### config.mk
export PLATFORM = sky130hd
export DESIGN_NAME = eff_addr_gen
export DESIGN_NICKNAME = d
export VERILOG_FILES = /design/src/rtl/eag_pkg.sv /design/src/rtl/eag_ctrl.sv /design/src/rtl/eag_dpath.sv /design/src/rtl/eff_addr_gen.sv
export SDC_FILE = /design/constraint.sdc
export NUM_CORES = 1
export LEC_CHECK = 0
export BUFFER_PORTS_ARGS = -buffer_cell sky130_fd_sc_hd__clkbuf_2
export CAP_MARGIN = 20
export CORE_MARGIN = 3
export CORE_UTILIZATION = 61
export DETAILED_ROUTE_END_ITERATION = 8
export PLACE_DENSITY = 0.82
export SLEW_MARGIN = 20
export SYNTH_ARGS = -nofsm -noshare
export SYNTH_HDL_FRONTEND = slang
export SYNTH_SLANG_ARGS = --single-unit
### constraint.sdc
create_clock -name clk -period 5.15 [get_ports clk]
set_input_delay 0.2575 -clock clk [delete_from_list [all_inputs] [get_ports clk]]
set_output_delay 0.2575 -clock clk [all_outputs]
set_load 0.01 [all_outputs]
### src/rtl/eag_pkg.sv
package eag_pkg;
  localparam int BYTE_W = 8;
  localparam int ADDR_W = 2 * BYTE_W;
  localparam int MODE_W = 4;

  localparam logic [MODE_W-1:0] M_IMM   = 4'd0;
  localparam logic [MODE_W-1:0] M_ZP    = 4'd1;
  localparam logic [MODE_W-1:0] M_ZPX   = 4'd2;
  localparam logic [MODE_W-1:0] M_ZPY   = 4'd3;
  localparam logic [MODE_W-1:0] M_ABS   = 4'd4;
  localparam logic [MODE_W-1:0] M_ABSX  = 4'd5;
  localparam logic [MODE_W-1:0] M_ABSY  = 4'd6;
  localparam logic [MODE_W-1:0] M_INDX  = 4'd7;
  localparam logic [MODE_W-1:0] M_INDY  = 4'd8;
  localparam logic [MODE_W-1:0] M_IZP   = 4'd9;
  localparam logic [MODE_W-1:0] M_IABS  = 4'd10;
  localparam logic [MODE_W-1:0] M_IABSX = 4'd11;
  localparam logic [MODE_W-1:0] M_REL   = 4'd12;

  typedef enum logic [3:0] {
    S_IDLE, S_RDOP0, S_RDOP1, S_CAPOP0, S_CAPOP1, S_RDP0, S_RDP1, S_CAPP1, S_FIN
  } state_e;

  typedef enum logic [1:0] {A_OP0, A_OP1, A_P0, A_P1} addr_sel_e;

  typedef struct packed {
    logic      latch;
    logic      rd;
    addr_sel_e aSel;
    logic      capOpLo;
    logic      capOpHi;
    logic      capTgtLo;
    logic      capTgtHi;
    logic      finish;
  } strobe_t;

  function automatic logic isAbsFam(input logic [MODE_W-1:0] m);
    return (m == M_ABS) || (m == M_ABSX) || (m == M_ABSY) || (m == M_IABS) || (m == M_IABSX);
  endfunction

  function automatic logic isZpPtr(input logic [MODE_W-1:0] m);
    return (m == M_INDX) || (m == M_INDY) || (m == M_IZP);
  endfunction

  function automatic logic isAbsPtr(input logic [MODE_W-1:0] m);
    return (m == M_IABS) || (m == M_IABSX);
  endfunction

  function automatic logic isNoRead(input logic [MODE_W-1:0] m);
    return (m == M_IMM) || (m > M_REL);
  endfunction
endpackage

### src/rtl/eag_ctrl.sv
module eag_ctrl
  import eag_pkg::*;
(
  input  logic              clk,
  input  logic              rst,
  input  logic              start,
  input  logic [MODE_W-1:0] modeSel,
  input  logic [MODE_W-1:0] modeQ,
  output strobe_t           stb
);
  state_e st, nx;

  always_ff @(posedge clk) begin
    if (rst) st <= S_IDLE;
    else     st <= nx;
  end

  always_comb begin
    stb  = '0;
    nx   = st;
    case (st)
      S_IDLE: if (start) begin
        stb.latch = 1'b1;
        nx = isNoRead(modeSel) ? S_FIN : S_RDOP0;
      end
      S_RDOP0: begin
        stb.rd   = 1'b1;
        stb.aSel = A_OP0;
        nx = isAbsFam(modeQ) ? S_RDOP1 : S_CAPOP0;
      end
      S_RDOP1: begin
        stb.rd      = 1'b1;
        stb.aSel    = A_OP1;
        stb.capOpLo = 1'b1;
        nx = S_CAPOP1;
      end
      S_CAPOP0: begin
        stb.capOpLo = 1'b1;
        nx = isZpPtr(modeQ) ? S_RDP0 : S_FIN;
      end
      S_CAPOP1: begin
        stb.capOpHi = 1'b1;
        nx = isAbsPtr(modeQ) ? S_RDP0 : S_FIN;
      end
      S_RDP0: begin
        stb.rd   = 1'b1;
        stb.aSel = A_P0;
        nx = S_RDP1;
      end
      S_RDP1: begin
        stb.rd       = 1'b1;
        stb.aSel     = A_P1;
        stb.capTgtLo = 1'b1;
        nx = S_CAPP1;
      end
      S_CAPP1: begin
        stb.capTgtHi = 1'b1;
        nx = S_FIN;
      end
      S_FIN: begin
        stb.finish = 1'b1;
        nx = S_IDLE;
      end
      default: nx = S_IDLE;
    endcase
  end
endmodule

### src/rtl/eag_dpath.sv
module eag_dpath
  import eag_pkg::*;
(
  input  logic              clk,
  input  logic              rst,
  input  strobe_t           stb,
  input  logic [MODE_W-1:0] modeSel,
  input  logic [ADDR_W-1:0] pcIn,
  input  logic [BYTE_W-1:0] xIdx,
  input  logic [BYTE_W-1:0] yIdx,
  input  logic              cmosSel,
  input  logic              crossChk,
  input  logic              branchTaken,
  input  logic [BYTE_W-1:0] memData,
  output logic [ADDR_W-1:0] memAddr,
  output logic              memRd,
  output logic [MODE_W-1:0] modeQ,
  output logic [ADDR_W-1:0] pcQ,
  output logic              cmosQ,
  output logic              done,
  output logic [ADDR_W-1:0] effAddr,
  output logic [ADDR_W-1:0] pcOut,
  output logic [1:0]        extraCyc
);
  logic [BYTE_W-1:0] xQ, yQ, opLo, opHi, tgtLo, tgtHi;
  logic              crossQ, takenQ;
  logic [ADDR_W-1:0] opWord, tgtWord, ptr0, ptr1, pc1, pc2, relT, idxSum;
  logic [BYTE_W-1:0] zpx, zpy;
  logic [ADDR_W-1:0] eaNx, pcNx;
  logic [1:0]        extNx;

  always_ff @(posedge clk) begin
    if (rst) begin
      modeQ <= '0; pcQ <= '0; xQ <= '0; yQ <= '0;
      cmosQ <= 1'b0; crossQ <= 1'b0; takenQ <= 1'b0;
      opLo <= '0; opHi <= '0; tgtLo <= '0; tgtHi <= '0;
    end else begin
      if (stb.latch) begin
        modeQ <= modeSel; pcQ <= pcIn; xQ <= xIdx; yQ <= yIdx;
        cmosQ <= cmosSel; crossQ <= crossChk; takenQ <= branchTaken;
      end
      if (stb.capOpLo)  opLo  <= memData;
      if (stb.capOpHi)  opHi  <= memData;
      if (stb.capTgtLo) tgtLo <= memData;
      if (stb.capTgtHi) tgtHi <= memData;
    end
  end

  assign opWord  = {opHi, opLo};
  assign tgtWord = {tgtHi, tgtLo};
  assign zpx     = opLo + xQ;
  assign zpy     = opLo + yQ;
  assign pc1     = pcQ + 16'd1;
  assign pc2     = pcQ + 16'd2;
  assign relT    = pc1 + {{BYTE_W{opLo[BYTE_W-1]}}, opLo};

  always_comb begin
    case (modeQ)
      M_INDX: begin
        ptr0 = {8'h00, zpx};
        ptr1 = {8'h00, zpx + 8'd1};
      end
      M_IABS: begin
        ptr0 = opWord;
        ptr1 = cmosQ ? opWord + 16'd1 : {opHi, opLo + 8'd1};
      end
      M_IABSX: begin
        ptr0 = opWord + {8'h00, xQ};
        ptr1 = ptr0 + 16'd1;
      end
      default: begin
        ptr0 = {8'h00, opLo};
        ptr1 = {8'h00, opLo + 8'd1};
      end
    endcase
  end

  always_comb begin
    case (stb.aSel)
      A_OP0:   memAddr = pcQ;
      A_OP1:   memAddr = pc1;
      A_P0:    memAddr = ptr0;
      default: memAddr = ptr1;
    endcase
  end
  assign memRd = stb.rd;

  always_comb begin
    eaNx   = '0;
    pcNx   = pc1;
    extNx  = 2'd0;
    idxSum = '0;
    case (modeQ)
      M_IMM:  eaNx = pcQ;
      M_ZP:   eaNx = {8'h00, opLo};
      M_ZPX:  eaNx = {8'h00, zpx};
      M_ZPY:  eaNx = {8'h00, zpy};
      M_ABS: begin
        eaNx = opWord; pcNx = pc2;
      end
      M_ABSX, M_ABSY: begin
        idxSum = opWord + {8'h00, (modeQ == M_ABSX) ? xQ : yQ};
        eaNx   = idxSum; pcNx = pc2;
        extNx  = {1'b0, crossQ && (idxSum[ADDR_W-1:BYTE_W] != opHi)};
      end
      M_INDX, M_IZP: eaNx = tgtWord;
      M_INDY: begin
        idxSum = tgtWord + {8'h00, yQ};
        eaNx   = idxSum;
        extNx  = {1'b0, crossQ && (idxSum[ADDR_W-1:BYTE_W] != tgtHi)};
      end
      M_IABS: begin
        eaNx = tgtWord; pcNx = pc2;
        extNx = {1'b0, cmosQ && (opLo == 8'hFF)};
      end
      M_IABSX: begin
        eaNx = tgtWord; pcNx = pc2;
      end
      M_REL: begin
        eaNx = relT;
        if (takenQ) begin
          pcNx  = relT;
          extNx = (relT[ADDR_W-1:BYTE_W] != pc1[ADDR_W-1:BYTE_W]) ? 2'd2 : 2'd1;
        end
      end
      default: pcNx = pcQ;
    endcase
  end

  always_ff @(posedge clk) begin
    if (rst) begin
      done <= 1'b0; effAddr <= '0; pcOut <= '0; extraCyc <= '0;
    end else begin
      done <= stb.finish;
      if (stb.finish) begin
        effAddr  <= eaNx;
        pcOut    <= pcNx;
        extraCyc <= extNx;
      end
    end
  end
endmodule

### src/rtl/eff_addr_gen.sv
module eff_addr_gen
  import eag_pkg::*;
(
  input  logic        clk,
  input  logic        rst,
  input  logic        start,
  input  logic [3:0]  modeSel,
  input  logic [15:0] pcIn,
  input  logic [7:0]  xIdx,
  input  logic [7:0]  yIdx,
  input  logic        cmosSel,
  input  logic        crossChk,
  input  logic        branchTaken,
  input  logic [7:0]  memData,
  output logic [15:0] memAddr,
  output logic        memRd,
  output logic        done,
  output logic [15:0] effAddr,
  output logic [15:0] pcOut,
  output logic [1:0]  extraCyc
);
  strobe_t           stb;
  logic [MODE_W-1:0] modeQ;
  logic [ADDR_W-1:0] pcQ;
  logic              cmosQ;

  eag_ctrl ctrl_i (
    .clk(clk), .rst(rst), .start(start), .modeSel(modeSel), .modeQ(modeQ), .stb(stb)
  );

  eag_dpath dpath_i (
    .clk(clk), .rst(rst), .stb(stb), .modeSel(modeSel), .pcIn(pcIn),
    .xIdx(xIdx), .yIdx(yIdx), .cmosSel(cmosSel), .crossChk(crossChk),
    .branchTaken(branchTaken), .memData(memData), .memAddr(memAddr), .memRd(memRd),
    .modeQ(modeQ), .pcQ(pcQ), .cmosQ(cmosQ), .done(done), .effAddr(effAddr),
    .pcOut(pcOut), .extraCyc(extraCyc)
  );
endmodule

==> reports/qor.yml <==
outcome:
  status: "finished, final reports clean"
worst_setup_path:
  critPathLaunchType: "register"
  criticalPathCategory: "reg2reg"
  critPathMaxFanout: 16
  cp.required_ns: 5.43
  crit_path_end_kind: "register"
  crit_arrival_ns: 4.71
clocking:
  hold_buffers: 0
  clock_sinks: 110
  clk_latency_ns: 0.37
  root_buffer: "clkbuf_16"
  htree_levels: 3
  numCtsBuffers: 9
  cts.reportedPaths.clkPinSlew_ns: 0.09
  cts_tree: "done"
  cts_setup_buffers: 0
  cts_resized: 0
  cts.path.max_buffers: 2
yosys:
  post_synth_num_cell_types: 84
  syn_inst: 1319
  async_flop_share_pct: 0
  synth_ff_type: "dfxtp_1"
  syn_nets: 1429
  synth-seq-cells: 110
  synth_area_leader_cell: "dfxtp_1"
  syn_area_sq_um: 9600
  synth_seq_area_share_pct: 22.9
  yosys-top-cells-area: "dfxtp_1 23%, nand2_1 9.5%, a21oi_1 7.8%"
  synth.top_cell.area_share_pct: 22.9
  synth-edff-count: 0
  yosysWarningCount: 0
  synth.avg_cell_area_sq_um: 7.28
global_routing:
  grt_usage_pct: 39.0
  met2_usage_pct: 62.3
  antenna_found_initial: 0
  grt.busiest_layer: "met2"
  first_global_vias: 9614
  overflow: 0
  grt_pass1_wl_microns: 54200
  grt_max_degree: 53
  grtUsageMet1_pct: 51.7
  grt_use_met3_pct: 6.70
detailed_routing:
  vias: 10650
  drt-total-wl_microns: 35000
  final_antenna_net_count: 0
  first_iter_violations: 1660
  drc: 0
  wire_per_inst_microns: 22.1
  routed_via_density: 6.73
  dr.pass1.iters: 9
timing:
  fin_setup_tns_ns: 0
  rsz0062_at_grt: "no"
  setup_viol: 0
  final.min_clock_period_ns: 4.43
  finalCritPeriodShare_pct: 86.0
  hold_viol: 0
  fmax_mhz: 226
  worstMarginPinSlew_ns: 1.18
  setup_ws_ns: 0.721
  whs_ns: 0.0916
  slew_viol_final: 0
  fin_skew_ns: 0.0124
  timing.slew.headroom_pct: 20.5
cells_and_area:
  drive_gt1_share_pct: 11.9
  multi_input_area_sq_um: 6980
  area_growth_pct: 9.20
  n_antenna_cell: 0
  stdcell_area_sq_um: 10500
  register_area_sq_um: 2200
  layout_commonest_cell: "nand2_1"
  fill_cells: 1395
  final_cell_mix: "242 x nand2_1, 149 x a21oi_1, 110 x dfxtp_1, 100 x clkbuf_2, 93 x nor2_1"
  final_nets: 1476
floorplanning:
  initial_core_util_pct: 62.7
  boundaryPins: 102
  fp.dieH_microns: 131
  rows: 45
  die_x_microns: 131
  design.die.area_sq_um: 17300
  core_sq_um: 15300
pwr:
  powerDensity_nw_per_um2: 247
  p_leak_nw: 4.16
  peakVddDrop_mv: 0.229
worst_hold_path:
  hold_path_class: "in2reg"
flow_run:
  maxCapViolCount: 0
placed_design:
  gp_congestion: 1.04
  numPortBuffers: 101
  postPlaceCellArea_sq_um: 10200
  place_ws_ns: 0.872
  dp_hpwl_microns: 26500
[registers in the layout (all words and copies together), names as in the netlist]
name              count
ctrl_i.st             4
dpath_i.modeQ         4
dpath_i.opHi          8
dpath_i.tgtHi         8
dpath_i.takenQ        1
dpath_i.effAddr      16
dpath_i.crossQ        1
dpath_i.pcQ          16
dpath_i.done          1
dpath_i.tgtLo         8
dpath_i.pcOut        16
dpath_i.xQ            8
dpath_i.extraCyc      2
dpath_i.cmosQ         1
dpath_i.yQ            8
dpath_i.opLo          8
[power breakdown]
group | leakage, nW | internal [W] | switching [W]
Combinational | 3.12 | 0.000300 | 0.000506
Sequential | 0.894 | 0.000908 | 0.000128
Clock | 0.152 | 0.000352 | 0.000397
[synth_stat cells (6+ instances only)]
| cell | count |
|---|---|
| mux2_2 | 8 |
| o21bai_1 | 8 |
| inv_1 | 20 |
| ha_1 | 55 |
| o21ai_1 | 9 |
| xor2_1 | 40 |
| and3_1 | 16 |
| a222oi_1 | 13 |
| clkbuf_1 | 67 |
| buf_2 | 10 |
| nor2_1 | 93 |
| nor2b_1 | 6 |
| a22oi_1 | 11 |
| a31oi_1 | 10 |
| o211ai_1 | 11 |
| a221o_1 | 7 |
| a221oi_1 | 24 |
| nand2_1 | 242 |
| o221ai_1 | 8 |
| a21oi_1 | 149 |
| dfxtp_1 | 110 |
| nand4_1 | 12 |
| and2_1 | 12 |
| mux2i_1 | 14 |
| o21a_1 | 6 |
| o21ai_0 | 65 |
| a21o_1 | 24 |
| a211oi_1 | 16 |
| nor3_1 | 35 |
| nor4_1 | 6 |
| nand3_1 | 43 |
| xnor2_1 | 64 |
[final cells by class]
cell class,instances,share of cell area (%)
Tap cell,211,2.52
Inverter,20,0.716
Multi-Input combinational cell,1105,66.5
Sequential cell,110,21.0
Timing Repair Buffer,120,6.20
Clock inverter,7,0.871
Clock buffer,9,2.15
[routing by layer]
metal	routed length [microns]	vias up
li1	-	4896
met1	13600	4863
met2	15500	733
met3	4110	158
met4	1820	0
met5	0	-
[cells by family after synthesis]
logic type	synth area share, %
AO/OA/AOI/OAI	27.9
XOR/XNOR	10.3
adder cells (fa/ha/maj)	8.32
buffers and inverters	4.47
flip-flops	22.9
multiplexers	2.40
AND/OR/NAND/NOR	23.7
[per-stage QoR]
stage               instances  util (%)  total power, W
CTS                      1582      68.5         0.00256
global placement         1566      66.4         0.00181
floorplan                1319         -         0.00156
global route             1582      68.5         0.00270
detailed placement       1566      66.4         0.00182
finish                   1582      68.5         0.00259
[worst paths after layout]
| check | from | to | slack (ns) | cells after the start |
|---|---|---|---|---|
| setup / recovery | dpath_i.pcQ[0] | dpath_i.extraCyc[0] | 0.72 | 13 |
| hold / removal | xIdx[2] | dpath_i.xQ[2] | 0.09 | 3 |
| setup reg to reg | dpath_i.pcQ[0] | dpath_i.extraCyc[0] | 0.72 | 13 |
| hold reg to reg | dpath_i.pcOut[0] | dpath_i.pcOut[0] | 0.46 | 2 |
[critical path, stage by stage (launching register included)]
cell and delay, ns:
dfxtp_1 0.72, ha_1 0.37, nand3_1 0.26, nor3_4 0.42, nand2_1 0.15, xnor2_2 0.30, ha_1 0.36, a21o_1 0.22
a221o_1 0.35, a211oi_1 0.40, xnor2_1 0.17, and2_1 0.13, nand4b_1 0.14, o41ai_2 0.33
Power figures use the tool's default switching activity.
